<file path="src/rtl/rxq_pkg.sv">
package rxq_pkg;
    localparam int RXQ_DATA_W = 8;
    localparam int RXQ_ERR_W  = 3;

    typedef struct packed {
        logic                  brk;
        logic [RXQ_ERR_W-1:0]  err;
        logic [RXQ_DATA_W-1:0] data;
    } rxq_entry_t;

    typedef enum logic [1:0] {
        Q_EMPTY = 2'd0,
        Q_PART  = 2'd1,
        Q_FULL  = 2'd2
    } rxq_state_t;
endpackage

</file>
<file path="src/rtl/rxq_src_sel.sv">
module rxq_src_sel
    import rxq_pkg::*;
(
    input  logic                  lb_en,
    input  logic                  ser_push,
    input  rxq_entry_t            ser_entry,
    input  logic                  lb_push,
    input  logic [RXQ_DATA_W-1:0] lb_data,
    input  logic                  lb_brk,
    output logic                  req,
    output rxq_entry_t            entry
);
    always_comb begin
        if (lb_en) begin
            req        = lb_push;
            entry.brk  = lb_brk;
            entry.err  = '0;
            entry.data = lb_data;
        end else begin
            req   = ser_push;
            entry = ser_entry;
        end
    end
endmodule

</file>
<file path="src/rtl/rxq_store.sv">
module rxq_store
    import rxq_pkg::*;
#(
    parameter int DEPTH = 16,
    localparam int PTR_W = $clog2(DEPTH)
) (
    input  logic             clk,
    input  logic             rst_n,
    input  logic             we,
    input  logic [PTR_W-1:0] waddr,
    input  rxq_entry_t       wdata,
    input  logic [PTR_W-1:0] raddr,
    output rxq_entry_t       rdata
);
    rxq_entry_t slot_q [DEPTH];

    for (genvar i = 0; i < DEPTH; i++) begin : g_slot
        always_ff @(posedge clk or negedge rst_n) begin
            if (!rst_n)
                slot_q[i] <= '0;
            else if (we && waddr == PTR_W'(i))
                slot_q[i] <= wdata;
        end
    end

    assign rdata = slot_q[raddr];
endmodule

</file>
<file path="src/rtl/rxq_ctrl.sv">
module rxq_ctrl
    import rxq_pkg::*;
#(
    parameter int DEPTH   = 16,
    parameter int RX_TRIG = 1,
    localparam int PTR_W  = $clog2(DEPTH),
    localparam int CNT_W  = $clog2(DEPTH + 1)
) (
    input  logic             clk,
    input  logic             rst_n,
    input  logic             fifo_en,
    input  logic             wr_req,
    input  logic             rd_req,
    output logic             wr_en,
    output logic [PTR_W-1:0] wr_addr,
    output logic [PTR_W-1:0] rd_addr,
    output logic             rd_take,
    output logic             full,
    output logic             empty,
    output logic [CNT_W-1:0] free_cnt,
    output logic             irq,
    output logic             mode_q
);
    localparam logic [CNT_W:0] TRIG_V = (CNT_W+1)'(RX_TRIG);

    rxq_state_t       state_q, state_d;
    logic [CNT_W-1:0] cnt_q, cnt_d, depth_eff;
    logic [PTR_W-1:0] rd_q, rd_d, mask;
    logic             irq_q, irq_d;
    logic             mode_chg, push_ok, pop_ok, pop_any;

    assign mode_chg  = (fifo_en != mode_q);
    assign depth_eff = mode_q ? CNT_W'(DEPTH) : CNT_W'(1);
    assign mask      = mode_q ? PTR_W'(DEPTH - 1) : '0;
    assign push_ok   = wr_req && !mode_chg && (state_q != Q_FULL);
    assign pop_any   = rd_req && !mode_chg;
    assign pop_ok    = pop_any && (state_q != Q_EMPTY);

    // Next count, pointer and interrupt level
    always_comb begin
        cnt_d = cnt_q + CNT_W'(push_ok) - CNT_W'(pop_ok);
        rd_d  = pop_ok ? ((rd_q + PTR_W'(1)) & mask) : rd_q;
        irq_d = irq_q;
        if (pop_any && !push_ok && ({1'b0, cnt_d} + 1'b1) == TRIG_V)
            irq_d = 1'b0;
        else if (push_ok && !pop_ok && {1'b0, cnt_d} == TRIG_V)
            irq_d = 1'b1;
        if (mode_chg) begin
            cnt_d = '0;
            rd_d  = '0;
        end
    end

    // Next state: FLUSH, FILL_FIRST, FILL_LAST, DRAIN_ONE, DRAIN_LAST
    always_comb begin
        state_d = state_q;
        unique case (state_q)
            Q_EMPTY: if (cnt_d == depth_eff)   state_d = Q_FULL;
                     else if (cnt_d != '0)     state_d = Q_PART;
            Q_PART:  if (cnt_d == '0)          state_d = Q_EMPTY;
                     else if (cnt_d == depth_eff) state_d = Q_FULL;
            Q_FULL:  if (cnt_d == '0)          state_d = Q_EMPTY;
                     else if (cnt_d != depth_eff) state_d = Q_PART;
            default:                           state_d = Q_EMPTY;
        endcase
        if (mode_chg) state_d = Q_EMPTY;
    end

    always_ff @(posedge clk or negedge rst_n) begin
        if (!rst_n) state_q <= Q_EMPTY;
        else        state_q <= state_d;
    end

    always_ff @(posedge clk or negedge rst_n) begin
        if (!rst_n) begin
            cnt_q  <= '0;
            rd_q   <= '0;
            irq_q  <= 1'b0;
            mode_q <= 1'b0;
        end else begin
            cnt_q  <= cnt_d;
            rd_q   <= rd_d;
            irq_q  <= irq_d;
            mode_q <= fifo_en;
        end
    end

    // Outputs
    always_comb begin
        full     = 1'b0;
        empty    = 1'b0;
        unique case (state_q)
            Q_EMPTY: empty = 1'b1;
            Q_FULL:  full  = 1'b1;
            default: ;
        endcase
        free_cnt = depth_eff - cnt_q;
        wr_en    = push_ok;
        wr_addr  = (rd_q + cnt_q[PTR_W-1:0]) & mask;
        rd_addr  = rd_q;
        rd_take  = pop_any;
        irq      = irq_q;
    end
endmodule

</file>
<file path="src/rtl/rxq_stat.sv">
module rxq_stat
    import rxq_pkg::*;
#(
    parameter int LVL_W = 6,
    parameter logic [LVL_W-1:0] LVL_RESET = 6'h12
) (
    input  logic                 clk,
    input  logic                 rst_n,
    input  logic                 take,
    input  rxq_entry_t           head,
    input  logic                 clr,
    input  logic                 lvl_wr,
    input  logic [LVL_W-1:0]     lvl_wdata,
    output logic [RXQ_ERR_W-1:0] stat_err,
    output logic                 stat_brk,
    output logic [LVL_W-1:0]     lvl_sel
);
    always_ff @(posedge clk or negedge rst_n) begin
        if (!rst_n) begin
            stat_err <= '0;
            stat_brk <= 1'b0;
        end else if (take) begin
            stat_err <= head.err;
            stat_brk <= head.brk;
        end else if (clr) begin
            stat_err <= '0;
            stat_brk <= 1'b0;
        end
    end

    always_ff @(posedge clk or negedge rst_n) begin
        if (!rst_n)      lvl_sel <= LVL_RESET;
        else if (lvl_wr) lvl_sel <= lvl_wdata;
    end
endmodule

</file>
<file path="src/rtl/uart_rxq.sv">
module uart_rxq
    import rxq_pkg::*;
#(
    parameter int DEPTH   = 16,
    parameter int RX_TRIG = 1,
    parameter int LVL_W   = 6,
    parameter logic [LVL_W-1:0] LVL_RESET = 6'h12,
    localparam int PTR_W  = $clog2(DEPTH),
    localparam int CNT_W  = $clog2(DEPTH + 1)
) (
    input  logic                  clk,
    input  logic                  rst_n,
    input  logic                  fifo_en,
    input  logic                  lb_en,
    input  logic                  ser_push,
    input  logic [RXQ_DATA_W-1:0] ser_data,
    input  logic [RXQ_ERR_W-1:0]  ser_err,
    input  logic                  ser_brk,
    input  logic                  lb_push,
    input  logic [RXQ_DATA_W-1:0] lb_data,
    input  logic                  lb_brk,
    input  logic                  pop,
    output logic [RXQ_DATA_W-1:0] pop_data,
    output logic [RXQ_ERR_W-1:0]  pop_err,
    output logic                  pop_brk,
    output logic                  full,
    output logic                  empty,
    output logic [CNT_W-1:0]      free_cnt,
    output logic                  rx_irq,
    input  logic                  stat_clr,
    output logic [RXQ_ERR_W-1:0]  stat_err,
    output logic                  stat_brk,
    input  logic                  lvl_wr,
    input  logic [LVL_W-1:0]      lvl_wdata,
    output logic [LVL_W-1:0]      lvl_sel
);
    rxq_entry_t       ser_entry, in_entry, head;
    logic             in_req, wr_en, rd_take, mode_q;
    logic [PTR_W-1:0] wr_addr, rd_addr;

    assign ser_entry = '{brk: ser_brk, err: ser_err, data: ser_data};

    rxq_src_sel u_src (
        .lb_en(lb_en), .ser_push(ser_push), .ser_entry(ser_entry),
        .lb_push(lb_push), .lb_data(lb_data), .lb_brk(lb_brk),
        .req(in_req), .entry(in_entry)
    );

    rxq_ctrl #(.DEPTH(DEPTH), .RX_TRIG(RX_TRIG)) u_ctrl (
        .clk(clk), .rst_n(rst_n), .fifo_en(fifo_en),
        .wr_req(in_req), .rd_req(pop),
        .wr_en(wr_en), .wr_addr(wr_addr), .rd_addr(rd_addr), .rd_take(rd_take),
        .full(full), .empty(empty), .free_cnt(free_cnt), .irq(rx_irq),
        .mode_q(mode_q)
    );

    rxq_store #(.DEPTH(DEPTH)) u_store (
        .clk(clk), .rst_n(rst_n), .we(wr_en), .waddr(wr_addr),
        .wdata(in_entry), .raddr(rd_addr), .rdata(head)
    );

    rxq_stat #(.LVL_W(LVL_W), .LVL_RESET(LVL_RESET)) u_stat (
        .clk(clk), .rst_n(rst_n), .take(rd_take), .head(head), .clr(stat_clr),
        .lvl_wr(lvl_wr), .lvl_wdata(lvl_wdata),
        .stat_err(stat_err), .stat_brk(stat_brk), .lvl_sel(lvl_sel)
    );

    assign pop_data = head.data;
    assign pop_err  = head.err;
    assign pop_brk  = head.brk;
endmodule

</file>
<file path="config.mk">
export PLATFORM = sky130hd
export DESIGN_NAME = uart_rxq
export DESIGN_NICKNAME = d
export VERILOG_FILES = /design/src/rtl/rxq_pkg.sv /design/src/rtl/rxq_src_sel.sv /design/src/rtl/rxq_store.sv /design/src/rtl/rxq_ctrl.sv /design/src/rtl/rxq_stat.sv /design/src/rtl/uart_rxq.sv
export SDC_FILE = /design/constraint.sdc
export NUM_CORES = 1
export LEC_CHECK = 0
export ABC_AREA = 1
export BUFFER_PORTS_ARGS = -buffer_cell sky130_fd_sc_hd__buf_2
export CAP_MARGIN = 20
export CORE_UTILIZATION = 66
export CTS_CLUSTER_DIAMETER = 80
export CTS_CLUSTER_SIZE = 40
export DETAILED_ROUTE_END_ITERATION = 10
export GPL_TIMING_DRIVEN = 0
export PLACE_DENSITY_LB_ADDON = 0.25
export REMOVE_ABC_BUFFERS = 1
export SYNTH_ARGS = -nofsm -noshare
export SYNTH_HDL_FRONTEND = slang
export SYNTH_SLANG_ARGS = --single-unit
</file>
<file path="constraint.sdc">
create_clock -name clk -period 6.5 [get_ports clk]
set_input_delay 0.65 -clock clk [delete_from_list [all_inputs] [get_ports clk]]
set_output_delay 0.65 -clock clk [all_outputs]
set_load 0.01 [all_outputs]
</file>
-- Word level (Yosys, flattened, before mapping)
Cells that the tools add are included.
- flip-flop bits (word level): 215
- latch bits: 0
- RAM bits: 0
- memory bits (read-only): 0
- output and inout bits: 30
- logic and storage cells: 154
- memories kept: 0
- $add $sub $neg: 6
- multipliers: 0
- div/mod/pow operators: 0
- order comparisons: 1
- equality and inequality tests: 26
- shift-type cells: 0
- muxes and demuxes: 26
- bitwise gates (word level): 3
- reduce and logical (&&, ||, !) cells: 36
- operator list (kind ; number):
    $bmux W12 S4 ; 1
    $mux W12 ; 3
    $eq A4 B4 Y1 const B ; 8
    $logic_and A1 B1 Y1 ; 24
    $eq A4 B3 Y1 const B ; 4
    $mux W2 ; 7
    $mux W4 ; 3
    $ne A4 B1 Y1 const B ; 3
    $mux W5 ; 2
    $and A4 B4 Y4 ; 2
    $eq A4 B2 Y1 const B ; 2
    $reduce_bool A2 Y1 ; 4
    $mux W1 ; 7
    $add A5 B1 Y6 const B ; 1
    $eq A6 B1 Y1 const B ; 1
    $mux W3 ; 2
    $pmux W2 S3 ; 1
    $add A5 B1 Y5 ; 1
    $eq A5 B1 Y1 const B ; 1
    $eq A5 B5 Y1 ; 1
    $ge A5 B5 Y1 const B ; 1
    $logic_not A5 Y1 ; 1
    $ne A5 B5 Y1 ; 1
    $not A4 Y5 ; 1
    other kinds (14) ; 16

-- Longest topological paths before layout
- depth in word-level cells: 12
- depth in mapped cells: 21

-- Hierarchy
A second synthesis with hierarchy kept.
- cells, all modules: 1476
- area, all modules: 11003.1 µm²
- modules (own cells, without submodules) (module ; times used ; cells an instance ; area each (µm²)):
    rxq_store ; 1 ; 1242 ; 9288.9
    rxq_ctrl ; 1 ; 154 ; 1177.4
    rxq_stat ; 1 ; 42 ; 386.6
    rxq_src_sel ; 1 ; 38 ; 150.1

-- Worst setup path after synthesis
OpenSTA, ideal clock, no wires.
- path type: input to register
- start: in fifo_en
- end: reg u_ctrl.state_q[1]
- data arrival time: 3011 ps
- slack: 3412 ps
- stages: 18
- buffers on the path: 0
- cells stage by stage: nor2_1 nor2_2 inv_1 nand2_1 nor2_1 inv_1 ha_1 inv_1 ha_1 fa_1 xnor2_1 nand2_1 nand2_1 nor2_1 nand2_1 nand3_1 nand2_1 a21oi_1
- cells in the longest elaborated chain, start to end: 11
- elaborated cells on any way between the ends: 22
- those cells by class: 2 x add/sub; 6 x eq/ne; 6 x mux; 8 x reduce/logical
- RTL lines (what ; line ; source):
    start, declared ; uart_rxq.sv:13 ; input logic fifo_en,
    $ne A1 B1 Y1 (*) ; rxq_ctrl.sv:32 ; assign mode_chg = (fifo_en != mode_q);
    $logic_not A1 Y1 ; rxq_ctrl.sv:35, rxq_ctrl.sv:36 ;
    $logic_and A1 B1 Y1 (2 in series) ; rxq_ctrl.sv:35 ; assign push_ok = wr_req && !mode_chg && (state_q != Q_FULL);
    $add A5 B1 Y5 ; rxq_ctrl.sv:41 ; cnt_d = cnt_q + CNT_W'(push_ok) - CNT_W'(pop_ok);
    $sub A5 B1 Y5 ; rxq_ctrl.sv:41 ;
    $mux W5 ; rxq_ctrl.sv:48 ; if (mode_chg) begin
    $eq A5 B5 Y1 / $logic_not A5 Y1 (equally long branches) ; n/a ;
    $mux W2, on equally long branches ; rxq_ctrl.sv:58, rxq_ctrl.sv:60, rxq_ctrl.sv:62 ;
    $pmux W2 S3 ; rxq_ctrl.sv:57 ; unique case (state_q)
    $mux W2 ; rxq_ctrl.sv:66 ; if (mode_chg) state_d = Q_EMPTY;
    end signal, assigned ; rxq_ctrl.sv:71 ; else state_q <= state_d;
    end, declared ; rxq_ctrl.sv:26 ; rxq_state_t state_q, state_d;
Mark *: on every way between the ends. The rest lies on a longest branch, timed or not.
A chain may end at the register's enable or synchronous reset.

-- Worst setup path in the final report
- start: reg u_ctrl.rd_q[0] (netlist: u_ctrl.rd_addr[0])
- end: out pop_err[1]
- cells in the longest elaborated chain, start to end: 4
- RTL lines (what ; line ; source):
    start, declared ; rxq_ctrl.sv:28 ; logic [PTR_W-1:0] rd_q, rd_d, mask;
    start signal, assigned ; rxq_ctrl.sv:82 ; rd_q <= rd_d;
    $not A4 Y5 (not written as such) ; rxq_store.sv:26 ; assign rdata = slot_q[raddr];
    $bmux W12 S4 ; rxq_store.sv:26 ;
    $mux W12 (not written as such) (2 in series) ; rxq_store.sv:26 ;
    end, declared ; uart_rxq.sv:24 ; output logic [RXQ_ERR_W-1:0] pop_err,
No other way between the ends. The select of a mux whose other input is x is not followed.

==> flow_summary.yaml <==
status:
  status: "finished, final reports clean"
floorplan:
  die_y_um: 129
  boundaryPins: 66
  coreArea_um2: 15800
  initial_core_util: 0.672
  die_x_um: 129
  rows: 46
  design.die.area_um2: 16600
setup_path:
  crit_arrival_ns: 3.09
  r2r_start: "u_ctrl.mode_q"
  cp_max_fo: 92
  reg2reg_slack_ns: 2.97
  reg2reg_depth: 18
  worstSetupStartpointType: "flop"
  path_class: "reg -> out"
  endpoint_kind: "output port"
  worst_ep_required_time_ns: 5.85
  rr_endpoint: "u_ctrl.state_q[1]"
routing:
  met1Wirelength_mm: 11.4
  routed_via_density: 5.86
  top_layer_used: "met4"
  vias: 8665
  ant_nets: 0
  wl_met2_mm: 11.8
  drc: 0
  routedWlPerCell_um: 17.0
  first_pass_iters: 7
  drtIter0Drc: 843
  routed_wl_mm: 25.2
  dr_wl_met3_mm: 1.65
power_and_ir_drop:
  sequentialPowerShare: 0.489
  p_sw_mw: 1.19
  p_leak_nw: 5.36
  p_clk_frac: 0.231
  power_frac_comb: 0.280
  switching_share: 0.342
  p_per_area_nw_per_um2: 309
  max-vdd-ir-drop_uv: 189
  power_mw: 3.48
  internal-power_mw: 2.29
final_layout:
  fin_nets: 1310
  drive_gt1_frac: 0.116
  syn2layout_area_growth_pct: 5.90
  fillers: 1228
logic_synthesis:
  netlist_area_um2: 10600
  ys.flop_type: "dfrtp_1"
  postSynthCellCount: 1260
  ys_seq_area_frac: 0.506
  avgSynthCellArea_um2: 8.44
  synthArstFlopShare: 1.00
  synth_edf_count: 0
  ys_ff_latch: 215
  yosys.cell_types.count: 40
  synth_warnings: 0
timing:
  drv_slew: 0
  finClkSkew_ns: 0.0366
  setup_tns_ns: 0
  min_period_ns: 3.74
  post-route-period-util: 0.576
  worst_slew_pin_slew_ns: 1.13
  rsz0062_at_grt: "no"
  slew_headroom: 0.245
  fmax_mhz: 267
  finalHoldViolCount: 0
  setup_viol: 0
global_route:
  grt_max_degree: 117
  grt_pass1_wl_mm: 40.8
  antenna_found_initial: 1
  track_usage: 0.315
  grt-ovfl-total: 0
  first_global_vias: 7976
clock_tree:
  holdBufCountCts: 0
  clock_latency_ns: 0.49
  cts_buffer_depth: 3
  cts_setup_buffers: 0
  cts_buffers: 11
  cts_max_level: 1
  cts_tree: "yes"
  cts_sinks: 215
  post_cts_resized: 0
  clk_pin_slew_worst_paths_ns: 0.13
  root_buffer: "clkbuf_16"
placed_design:
  portBuffers: 65
  dp_hpwl_mm: 15.1
  finalWeightedCongestion: 0.852
hold_path:
  holdCritPathClass: "in -> async"
job:
  maxCapViolCount: 0
[worst max-delay path: stages, from the launching register on]
cell and delay (ns):
dfrtp_4 0.56, buf_16 0.24, inv_4 0.72, o21ai_0 0.20, o22ai_1 0.15, o21ai_0 0.08, o21ai_0 0.38, buf_2 0.21
[per-layer routing]
metal	global-route usage	vias up
li1	-	4131
met1	0.455	4196
met2	0.518	312
met3	0.0362	26
met4	0.0657	0
met5	0	-
[cells in the final DEF, fill, tap and decap left out, types with 5 or more instances in the layout]
master | netlist | final
inv_1 | 99 | 98
a21oi_1 | 47 | 47
nand3_1 | 40 | 40
nand2_4 | 5 | 5
nand2_2 | 7 | 7
nor2_4 | 8 | 8
buf_2 | 13 | 64
o22ai_1 | 24 | 24
nor2_1 | 86 | 86
o21a_1 | 48 | 48
mux2_2 | 6 | 6
o21ai_0 | 237 | 237
o21ai_2 | 19 | 19
o2111ai_1 | 8 | 8
o21ai_1 | 8 | 8
ha_1 | 14 | 14
dfrtp_1 | 213 | 211
nand2_1 | 277 | 277
clkbuf_16 | 0 | 11
[Yosys cell counts, types with 2 or more instances]
library cell / count / area (um^2)
o22ai_1: 24 / 150
buf_2: 13 / 65.1
dfstp_2: 2 / 52.6
nor2_1: 86 / 323
nand4_1: 3 / 18.8
nand3_1: 40 / 200
o21a_1: 48 / 360
o21ai_2: 19 / 166
o21ai_1: 8 / 40.0
fa_1: 2 / 40.0
inv_2: 4 / 15.0
mux2_2: 6 / 67.6
clkinv_2: 2 / 10.0
buf_4: 6 / 45.0
nand2_1: 277 / 1040
clkbuf_2: 7 / 35.0
inv_1: 99 / 372
buf_6: 11 / 124
xor2_1: 2 / 17.5
o2111ai_1: 8 / 70.1
buf_1: 5 / 18.8
nand2_2: 7 / 43.8
o21ai_0: 237 / 1190
ha_1: 14 / 175
xnor2_1: 4 / 35.0
nand2_4: 5 / 56.3
clkbuf_1: 42 / 158
nor2_4: 8 / 90.1
a21oi_1: 47 / 235
dfrtp_1: 213 / 5330
o21bai_1: 2 / 15.0
[registers in the layout, summed over array words and instances, names as in the netlist]
name             flops
u_stat.lvl_sel       6
u_stat.stat_err      3
u_ctrl.mode_q        1
u_ctrl.state_q       2
u_ctrl.irq           1
u_ctrl.rd_addr       4
u_ctrl.cnt_q         5
u_stat.stat_brk      1
u_store.slot_q     192
[how the worst max path moves through the flow]
stage	slack (ns)	from	endpoint	cells past startpoint
after floorplan	2.59	u_ctrl.rd_addr[0]	pop_data[4]	6
after global placement	0.32	u_ctrl.rd_addr[0]	pop_err[0]	9
after detailed placement	2.80	fifo_en	u_ctrl.state_q[1]	18
after CTS	2.43	u_ctrl.rd_addr[2]	pop_err[0]	6
after global routing	2.60	u_ctrl.rd_addr[0]	pop_err[1]	7
final	2.76	u_ctrl.rd_addr[0]	pop_err[1]	7
[power by group through the flow]
stage          combinational, mW  sequential, mW  clock, mW
2_1_floorplan              0.667            1.71          0
6_report                   0.977            1.70      0.804
5_1_grt                     1.11            1.73      0.864
4_1_cts                    0.971            1.70      0.816
3_3_place_gp               0.918            1.72          0
3_5_place_dp               0.965            1.73          0
[metrics by stage]
stage / hold slack, ns / instance area [um^2] / utilization / cells / worst slack (ns)
6_report: 0.200 / 11300 / 0.712 / 1479 / 2.76
3_5_place_dp: 0.468 / 10900 / 0.688 / 1460 / 2.80
2_1_floorplan: 0.354 / 10200 / - / 1176 / 2.59
4_1_cts: 0.220 / 11200 / 0.710 / 1477 / 2.43
5_1_grt: 0.269 / 11300 / 0.712 / 1478 / 2.60
3_3_place_gp: 0.461 / 10800 / 0.682 / 1457 / 0.324
[kinds of logic after synthesis]
kind of cell | share of synthesized area
simple gates | 0.173
compound gates | 0.210
flops | 0.506
buf+inv | 0.0791
fa+ha+maj | 0.0202
mux | 0.00729
xor+xnor | 0.00494
[final cells by class]
cell class,instances,area (um^2),share of cell area
antenna,1,2.50,0.000222
clock buffer,11,275,0.0244
clock inverter,6,80.1,0.00711
inverter,105,399,0.0354
multi-input combinational,856,4420,0.392
sequential,215,5390,0.478
tap,216,270,0.0240
timing repair buffer,69,438,0.0389
Note: power is estimated with default switching activity, not from simulation.
